### config.mk
export PLATFORM = sky130hd
export DESIGN_NAME = word_packer
export DESIGN_NICKNAME = d
export VERILOG_FILES = /design/src/rtl/wp_pkg.sv /design/src/rtl/wp_mode_ctl.sv /design/src/rtl/wp_lane_seq.sv /design/src/rtl/wp_assembler.sv /design/src/rtl/word_packer.sv
export SDC_FILE = /design/constraint.sdc
export NUM_CORES = 1
export LEC_CHECK = 0
export BUFFER_PORTS_ARGS = -buffer_cell sky130_fd_sc_hd__buf_2
export CORE_MARGIN = 3
export CORE_UTILIZATION = 30
export DETAILED_ROUTE_END_ITERATION = 10
export PLACE_DENSITY = 0.5
export SLEW_MARGIN = 15
export SYNTH_ARGS = -nofsm -noshare
export SYNTH_HDL_FRONTEND = slang
export SYNTH_SLANG_ARGS = --single-unit
### constraint.sdc
create_clock -name clk -period 5 [get_ports clk]
set_clock_uncertainty 0.2 [all_clocks]
set_input_delay 0.25 -clock clk [delete_from_list [all_inputs] [get_ports clk]]
set_output_delay 0.25 -clock clk [all_outputs]
set_load 0.01 [all_outputs]
### src/rtl/wp_pkg.sv
package wp_pkg;

    localparam int LANE_W    = 9;
    localparam int NUM_LANES = 4;
    localparam int WORD_W    = LANE_W * NUM_LANES;

    typedef enum logic [1:0] {
        WM_NARROW = 2'd0,
        WM_HALF   = 2'd1,
        WM_FULL   = 2'd2
    } wmode_e;

    // map the external 2-bit select onto an internal width mode
    function automatic wmode_e decode_sel(input logic [1:0] sel);
        case (sel)
            2'd0:    return WM_NARROW;
            2'd1:    return WM_HALF;
            default: return WM_FULL;
        endcase
    endfunction

    // number of lanes one write covers in a given mode
    function automatic int unsigned lanes_of(input wmode_e m, input int unsigned nl);
        case (m)
            WM_NARROW: return 1;
            WM_HALF:   return nl / 2;
            default:   return nl;
        endcase
    endfunction

endpackage

### src/rtl/wp_mode_ctl.sv
module wp_mode_ctl
    import wp_pkg::*;
(
    input  logic       clk,
    input  logic       rst,
    input  logic       wr_en,
    input  logic [1:0] width_sel,
    input  logic       at_boundary,
    output wmode_e     eff_mode,
    output logic       mode_err
);

    wmode_e held_mode;
    wmode_e req_mode;

    assign req_mode = decode_sel(width_sel);

    // a new width is only taken on the first piece of a word
    assign eff_mode = at_boundary ? req_mode : held_mode;

    always_ff @(posedge clk) begin
        if (rst) begin
            held_mode <= WM_NARROW;
            mode_err  <= 1'b0;
        end else begin
            if (wr_en && at_boundary)
                held_mode <= req_mode;
            if (wr_en && !at_boundary && (req_mode != held_mode))
                mode_err <= 1'b1;
        end
    end

endmodule

### src/rtl/wp_lane_seq.sv
module wp_lane_seq
    import wp_pkg::*;
#(
    parameter int N_LANES = NUM_LANES,
    localparam int SLOT_W = $clog2(N_LANES)
) (
    input  logic              clk,
    input  logic              rst,
    input  logic              wr_en,
    input  wmode_e            eff_mode,
    output logic [SLOT_W-1:0] slot,
    output logic [SLOT_W:0]   step,
    output logic              last,
    output logic              at_boundary
);

    logic [SLOT_W:0] sum;

    assign step        = (SLOT_W+1)'(lanes_of(eff_mode, N_LANES));
    assign sum         = {1'b0, slot} + step;
    assign last        = (sum >= (SLOT_W+1)'(N_LANES));
    assign at_boundary = (slot == '0);

    always_ff @(posedge clk) begin
        if (rst)
            slot <= '0;
        else if (wr_en)
            slot <= last ? '0 : sum[SLOT_W-1:0];
    end

endmodule

### src/rtl/wp_assembler.sv
module wp_assembler
    import wp_pkg::*;
#(
    parameter int L_W     = LANE_W,
    parameter int N_LANES = NUM_LANES,
    localparam int SLOT_W = $clog2(N_LANES),
    localparam int W_W    = L_W * N_LANES
) (
    input  logic              clk,
    input  logic              rst,
    input  logic              wr_en,
    input  logic [W_W-1:0]    din,
    input  logic [SLOT_W-1:0] slot,
    input  logic [SLOT_W:0]   step,
    input  logic              last,
    output logic [W_W-1:0]    word_out,
    output logic              word_valid
);

    logic [L_W-1:0] acc    [N_LANES];
    logic [L_W-1:0] merged [N_LANES];
    logic [W_W-1:0] merged_flat;

    // each lane either keeps its stored piece or takes a slice of din
    for (genvar k = 0; k < N_LANES; k++) begin : g_lane
        logic [SLOT_W:0]   k_pos;
        logic              hit;
        logic [SLOT_W-1:0] src;
        assign k_pos = (SLOT_W+1)'(k);
        assign hit   = (k_pos >= {1'b0, slot}) && (k_pos < ({1'b0, slot} + step));
        assign src   = SLOT_W'(k) - slot;
        assign merged[k] = hit ? din[src*L_W +: L_W] : acc[k];
        assign merged_flat[k*L_W +: L_W] = merged[k];

        always_ff @(posedge clk) begin
            if (rst)
                acc[k] <= '0;
            else if (wr_en)
                acc[k] <= last ? '0 : merged[k];
        end
    end

    always_ff @(posedge clk) begin
        if (rst) begin
            word_out   <= '0;
            word_valid <= 1'b0;
        end else begin
            word_valid <= wr_en && last;
            if (wr_en && last)
                word_out <= merged_flat;
        end
    end

endmodule

### src/rtl/word_packer.sv
module word_packer
    import wp_pkg::*;
#(
    parameter int L_W     = LANE_W,
    parameter int N_LANES = NUM_LANES,
    localparam int SLOT_W = $clog2(N_LANES),
    localparam int W_W    = L_W * N_LANES
) (
    input  logic           clk,
    input  logic           rst,
    input  logic           wr_en,
    input  logic [1:0]     width_sel,
    input  logic [W_W-1:0] din,
    output logic [W_W-1:0] word_out,
    output logic           word_valid,
    output logic           partial,
    output logic           mode_err
);

    wmode_e            eff_mode;
    logic [SLOT_W-1:0] slot;
    logic [SLOT_W:0]   step;
    logic              last;
    logic              at_boundary;

    wp_mode_ctl u_mode (
        .clk         (clk),
        .rst         (rst),
        .wr_en       (wr_en),
        .width_sel   (width_sel),
        .at_boundary (at_boundary),
        .eff_mode    (eff_mode),
        .mode_err    (mode_err)
    );

    wp_lane_seq #(.N_LANES(N_LANES)) u_seq (
        .clk         (clk),
        .rst         (rst),
        .wr_en       (wr_en),
        .eff_mode    (eff_mode),
        .slot        (slot),
        .step        (step),
        .last        (last),
        .at_boundary (at_boundary)
    );

    wp_assembler #(.L_W(L_W), .N_LANES(N_LANES)) u_asm (
        .clk        (clk),
        .rst        (rst),
        .wr_en      (wr_en),
        .din        (din),
        .slot       (slot),
        .step       (step),
        .last       (last),
        .word_out   (word_out),
        .word_valid (word_valid)
    );

    assign partial = !at_boundary;

endmodule

==> Word-level counts from Yosys, hierarchy flattened <==
Memories as Yosys holds them, arrays and structs flattened.
Index checks and enable logic that the tools add are counted.
{ "totals": {"ff_bits": 42, "ramBits": 36, "output_inout_bits": 39, "word_cells": 68, "n_memories": 1} }
{ "mem_list": {"columns": ["name", "words", "width", "rd", "rd_ports_with_merged_regs", "write_ports", "line", "text"], "rows": [
  ["u_asm.acc", 4, 9, 4, 0, 4, "wp_assembler.sv:20", "logic [L_W-1:0] acc [N_LANES];"]
]} }
{ "op_classes": {"add_sub_neg": 5, "mul": 4, "order_cmp": 9, "eq_ne": 3, "n_shift": 4, "mux": 21, "bitwise": 4, "reduce_logical": 12} }
{ "ops": {"columns": ["operator", "count"], "rows": [
  ["$shiftx A36 B7 Y9", 4],
  ["$mux W9", 12],
  ["$mul A2 B4 Y6 const B", 4],
  ["$logic_and A1 B1 Y1", 8],
  ["$logic_not A2 Y1", 3],
  ["$lt A1 B3 Y1 const A", 2],
  ["$lt A2 B3 Y1 const A", 2],
  ["$pmux W3 S2", 1],
  ["$mux W1", 5],
  ["$eq A2 B1 Y1 const B", 2],
  ["$ge A1 B2 Y1 const A", 2],
  ["$ge A2 B2 Y1 const A", 2],
  ["$mux W2", 2],
  ["$or A1 B1 Y1", 4],
  ["$pmux W2 S2", 1],
  ["$sub A1 B2 Y2 const A", 2],
  ["$sub A2 B2 Y2 const A", 2],
  ["$add A2 B3 Y3", 1],
  ["$ge A3 B3 Y1 const B", 1],
  ["$ne A2 B2 Y1", 1],
  ["$logic_not A1 Y1", 1]
]} }

==> Depth between registers and ports, before layout <==
{ "depth": {"ltp_word": 11, "mapped_depth": 17, "ltp_nobuf": 10} }

==> By module <==
A second synthesis with hierarchy kept.
{ "unflattened": {"cells_unflattened": 342, "area_unflattened_um2": 4196.5} }
{ "by_module_without_submodules": {"columns": ["mod", "n_inst", "cells_each", "area_each_um2", "seq_area_each_um2"], "rows": [
  ["wp_assembler", 1, 307, 3881.2, 1821.7],
  ["wp_mode_ctl", 1, 19, 170.2, 60.1],
  ["wp_lane_seq", 1, 15, 141.4, 40.0],
  ["word_packer", 1, 1, 3.8, 0.0]
]} }

==> Least setup slack after synthesis <==
No wires, ideal clock.
{ "synth_timing": {"path_kind": "register to register", "start": "reg u_seq.slot[0]", "end": "reg u_asm.word_out[16]", "t_arrival_ns": 4.023, "t_required_ns": 4.709, "path_slack_ns": 0.686, "stages_incl_launch_ff": 17, "n_path_buf": 6, "synth_period_minus_slack_ns": 4.314, "cell_sequence": "dfxtp_1 > buf_2 > clkbuf_1 > inv_1 > ha_1 > buf_6 > clkbuf_1 > inv_1 > o31ai_1 > ha_1 > fa_1 > clkbuf_1 > nor2b_1 > mux2_4 > buf_6 > or4b_4 > a311oi_1"} }
{ "synth_between": {"elab_chain_cells": 8} }
{ "synth_lines": {"columns": ["item", "line", "text"], "rows": [
  ["start, declared", "wp_lane_seq.sv:11", "output logic [SLOT_W-1:0] slot,"],
  ["start signal, assigned", "wp_lane_seq.sv:28", "slot <= last ? '0 : sum[SLOT_W-1:0];"],
  ["branches (longest 8 deep; another with $mul A2 B4 Y6)", null, null],
  ["end signal, assigned", "wp_assembler.sv:50", "word_out <= merged_flat;"],
  ["end, declared", "wp_assembler.sv:16", "output logic [W_W-1:0] word_out,"]
]} }
Several ways; the timed one is not identified.
A chain may end at the register's enable or synchronous reset.

==> Worst setup path in the final report <==
{ "layout_timing": {"start": "reg u_seq.slot[1]", "end": "reg u_asm.word_out[17]"} }
Same word-level chain as after synthesis.

==> summary.txt <==
Outcome
  • Status: completed

Floorplanning
  • Die ar.: 0.0139 sq mm
  • Top Ports: 80
  • Die Wd: 118 microns
  • Initial Util: 31.0%
  • Height of the die: 118 microns
  • Row count: 40
  • Core Region: 0.0122 sq mm

Worst hold path
  • WHS Path Cells: 3
  • Hold path start: wr_en
  • Worst min path class: in2reg
  • Worst Hold Path EP: u_mode.held_mode[1]

Clocking
  • Post_cts resized: 0
  • Longest Clk Path Bufs: 2
  • Total clock sinks: 69
  • Postcts setup bufs: 0
  • Clock-pin transition on the worst setup and hold timing paths: 0.05 ns
  • CTS Root Buffer Type: clkbuf_16
  • Cts bufs inserted: 9
  • Clk Latency, worst-skew pair: 0.32 ns
  • TritonCTS clock tree: built
  • H-tree depth: 3
  • Hold_buf cts: 0

Timing
  • RSZ-0062 raised after global routing: false
  • Max Transition Viols Final: 0
  • Hold Vio Cnt, Final: 0
  • Minimum clock period: 3.48 ns
  • Worst Tran Pin Value: 1.17 ns
  • FMAX: 287 MHz
  • Slew Limit Headroom: 21.7%
  • Setup_tns: 0 ns
  • Final setup vio count: 0
  • Final clock period utilization by the worst path: 69.6%

Global routing
  • Met2 usage: 23.4%
  • Global-route wire length before repair: 16300 microns
  • Met3 Resource Use GR: 4.08%
  • Total GRT Usage: 14.9%
  • GR peak layer: met2
  • Largest net degree at the start of global routing: 41
  • Met1 usage: 20.0%
  • Vias in the first global route: 2975
  • Grt total ovfl: 0
  • Initial antenna violation count: 0

Routing
  • Total via count in the routed design: 3019
  • Remaining DRCs: 0
  • Antenna viol nets, final: 0
  • Post-DR wirelength/cell: 17.7 microns
  • Detailed Routing Iterations Pass 1: 4
  • Final WL: 10300 microns
  • Vias per cell: 5.19
  • Initial drt markers: 156

Run
  • Maxcap violations: 0

Setup path
  • Reg2reg path depth: 12
  • CP endpoint kind: flip-flop
  • Reg2Reg Capture Point: u_asm.word_out[17]
  • CP Launch Type: flip-flop
  • Setup CP Type: reg2reg
  • Critical R2R Launch: u_seq.slot[1]
  • CP max FO: 23
  • R2r setup slk: 1.52 ns
  • Req. time, crit path: 5.03 ns
  • Worst EP arrival: 3.51 ns

Synth
  • EDFF count, synth: 27
  • Syn_nets: 389
  • YS warnings: 0
  • Most area-hungry cell type in the Yosys netlist: dfxtp_1
  • Post-synthesis cell type count: 37
  • Top post-synthesis cells by area: dfxtp_1, edfxtp_1, mux4_2
  • Async set-reset flop share out of synthesis: 0%
  • Cells after Synth: 343
  • Synth Register Bits: 69
  • Avg Cell Area, Syn: 11.0 sq um
  • Post-Syn Area: 0.00377 sq mm
  • Yosys top cell area share: 22.3%
  • Top FF cell, synth: dfxtp_1
  • Seq/Total Area, Yosys: 43.8%

Finish
  • Layout cells sized above 1: 32.1%
  • Nets: 455
  • Ant diodes: 0
  • Area growth syn-to-layout: 21.3%

Power and ir drop
  • Max rail drop VDD: 0.176 mV
  • PD cells: 351 mW/mm^2
  • Overall Power: 1610 uW
  • Switching share of power: 28.3%
  • Sequential power share: 41.0%
  • Logic gate share of total power: 22.6%
  • Pint: 1150 uW
  • Sw Pwr: 454 uW
  • Clock power frac: 36.4%
  • Leakage: 0.00181 uW

Placed design
  • Post-DP HPWL: 7510 microns
  • I/O Buffers: 79
  • Gpl congestion: 0.761
-- synthesized netlist by cell type (all sizes together), types with 7 or more instances --
cell    number
edfxtp      27
nand3       14
o21ai       19
mux2         7
nand2       12
a21oi       25
mux2i       20
dfxtp       42
buf         10
clkbuf      19
a211oi       9
nor2        54
mux4        26
a311oi      18
-- worst max-delay path by stage --
stage          depth (start not counted)                 end  slack, ns          start
2_1_floorplan                         16  u_asm.word_out[16]       0.69  u_seq.slot[0]
3_3_place_gp                          11  u_asm.word_out[28]       1.57  u_seq.slot[1]
3_5_place_dp                          12  u_asm.word_out[17]       1.50  u_seq.slot[1]
4_1_cts                               12  u_asm.word_out[17]       1.48  u_seq.slot[1]
5_1_grt                               12  u_asm.word_out[22]       1.19  u_seq.slot[1]
6_report                              12  u_asm.word_out[17]       1.52  u_seq.slot[1]
-- metrics by stage --
stage | std cells | hold WS [ns] | util (%) | area (sq um) | setup slack (ns)
2_1_floorplan | 343 | 0.198 | - | 3770 | 0.686
3_3_place_gp | 566 | 0.246 | 35.3 | 4300 | 1.57
3_5_place_dp | 566 | 0.241 | 35.3 | 4300 | 1.50
4_1_cts | 582 | 0.0387 | 37.6 | 4570 | 1.48
5_1_grt | 582 | 0.0796 | 37.6 | 4570 | 1.19
6_report | 582 | 0.0507 | 37.6 | 4570 | 1.52
-- cells by family after synthesis --
kind of cell | after synthesis | synth area share (%)
AO/OA/AOI/OAI | 85 | 15.0
adder cells (fa/ha/maj) | 5 | 1.86
flip-flops | 69 | 43.8
XOR/XNOR | 3 | 0.698
buffers and inverters | 35 | 3.99
AND/OR/NAND/NOR | 93 | 11.2
multiplexers | 53 | 23.4
-- critical path, stage by stage (launching register included) --
cell	delay (ns)
dfxtp_1	0.30
inv_1	0.09
ha_1	0.15
buf_4	0.26
or3_1	0.14
o31ai_1	0.06
ha_1	0.19
fa_1	0.49
nand2b_1	0.22
mux2i_4	0.62
buf_4	0.34
nor2_1	0.06
a311oi_1	0.25
-- final cells by class --
class | count | area, sq um
clock buffers | 15 | 268
clock inverters | 1 | 5.00
fillers | 1224 | 7590
inverters | 6 | 22.5
multi-input cells | 239 | 1980
flip-flops and latches | 69 | 1650
well taps | 168 | 210
repair buffers | 84 | 433
-- state kept, by name, summed over array words and instances, names as in the netlist --
| register | cells |
|---|---|
| u_asm.acc | 27 |
| u_asm.word_out | 36 |
| u_asm.word_valid | 1 |
| u_mode.held_mode | 2 |
| u_mode.mode_err | 1 |
| u_seq.slot | 2 |
-- per-layer routing --
metal / vias up / share of wire, %
li1: 1449 / -
met1: 1463 / 46
met2: 96 / 46
met3: 11 / 5.4
met4: 0 / 1.9
met5: - / 0
-- cell usage in the layout (no fill, tap or decap), drive strengths merged, types with 2 or more instances in the layout --
cell type | Yosys | layout
a211oi | 9 | 9
a21oi | 25 | 25
a22o | 2 | 2
a311oi | 18 | 18
a32o | 3 | 3
buf | 10 | 84
clkbuf | 19 | 15
clkinv | 1 | 2
dfxtp | 42 | 42
edfxtp | 27 | 27
ha | 4 | 4
inv | 5 | 5
mux2 | 7 | 7
mux2i | 20 | 20
mux4 | 26 | 26
nand2 | 12 | 12
nand2b | 3 | 3
nand3 | 14 | 14
nor2 | 54 | 54
nor2b | 3 | 3
o21ai | 19 | 19
o2bb2ai | 5 | 5
or4b | 5 | 5
xnor2 | 2 | 2
-- power by group through the flow --
stage                     Sequential, uW  Combinational, uW  Clock (uW)
after detailed placement             671                364           0
after floorplan                      681                230           0
after CTS                            660                365         600
final                                659                362         585
after global routing                 664                399         620
after global placement               671                361           0
Note: power is estimated with default switching activity, not from simulation.
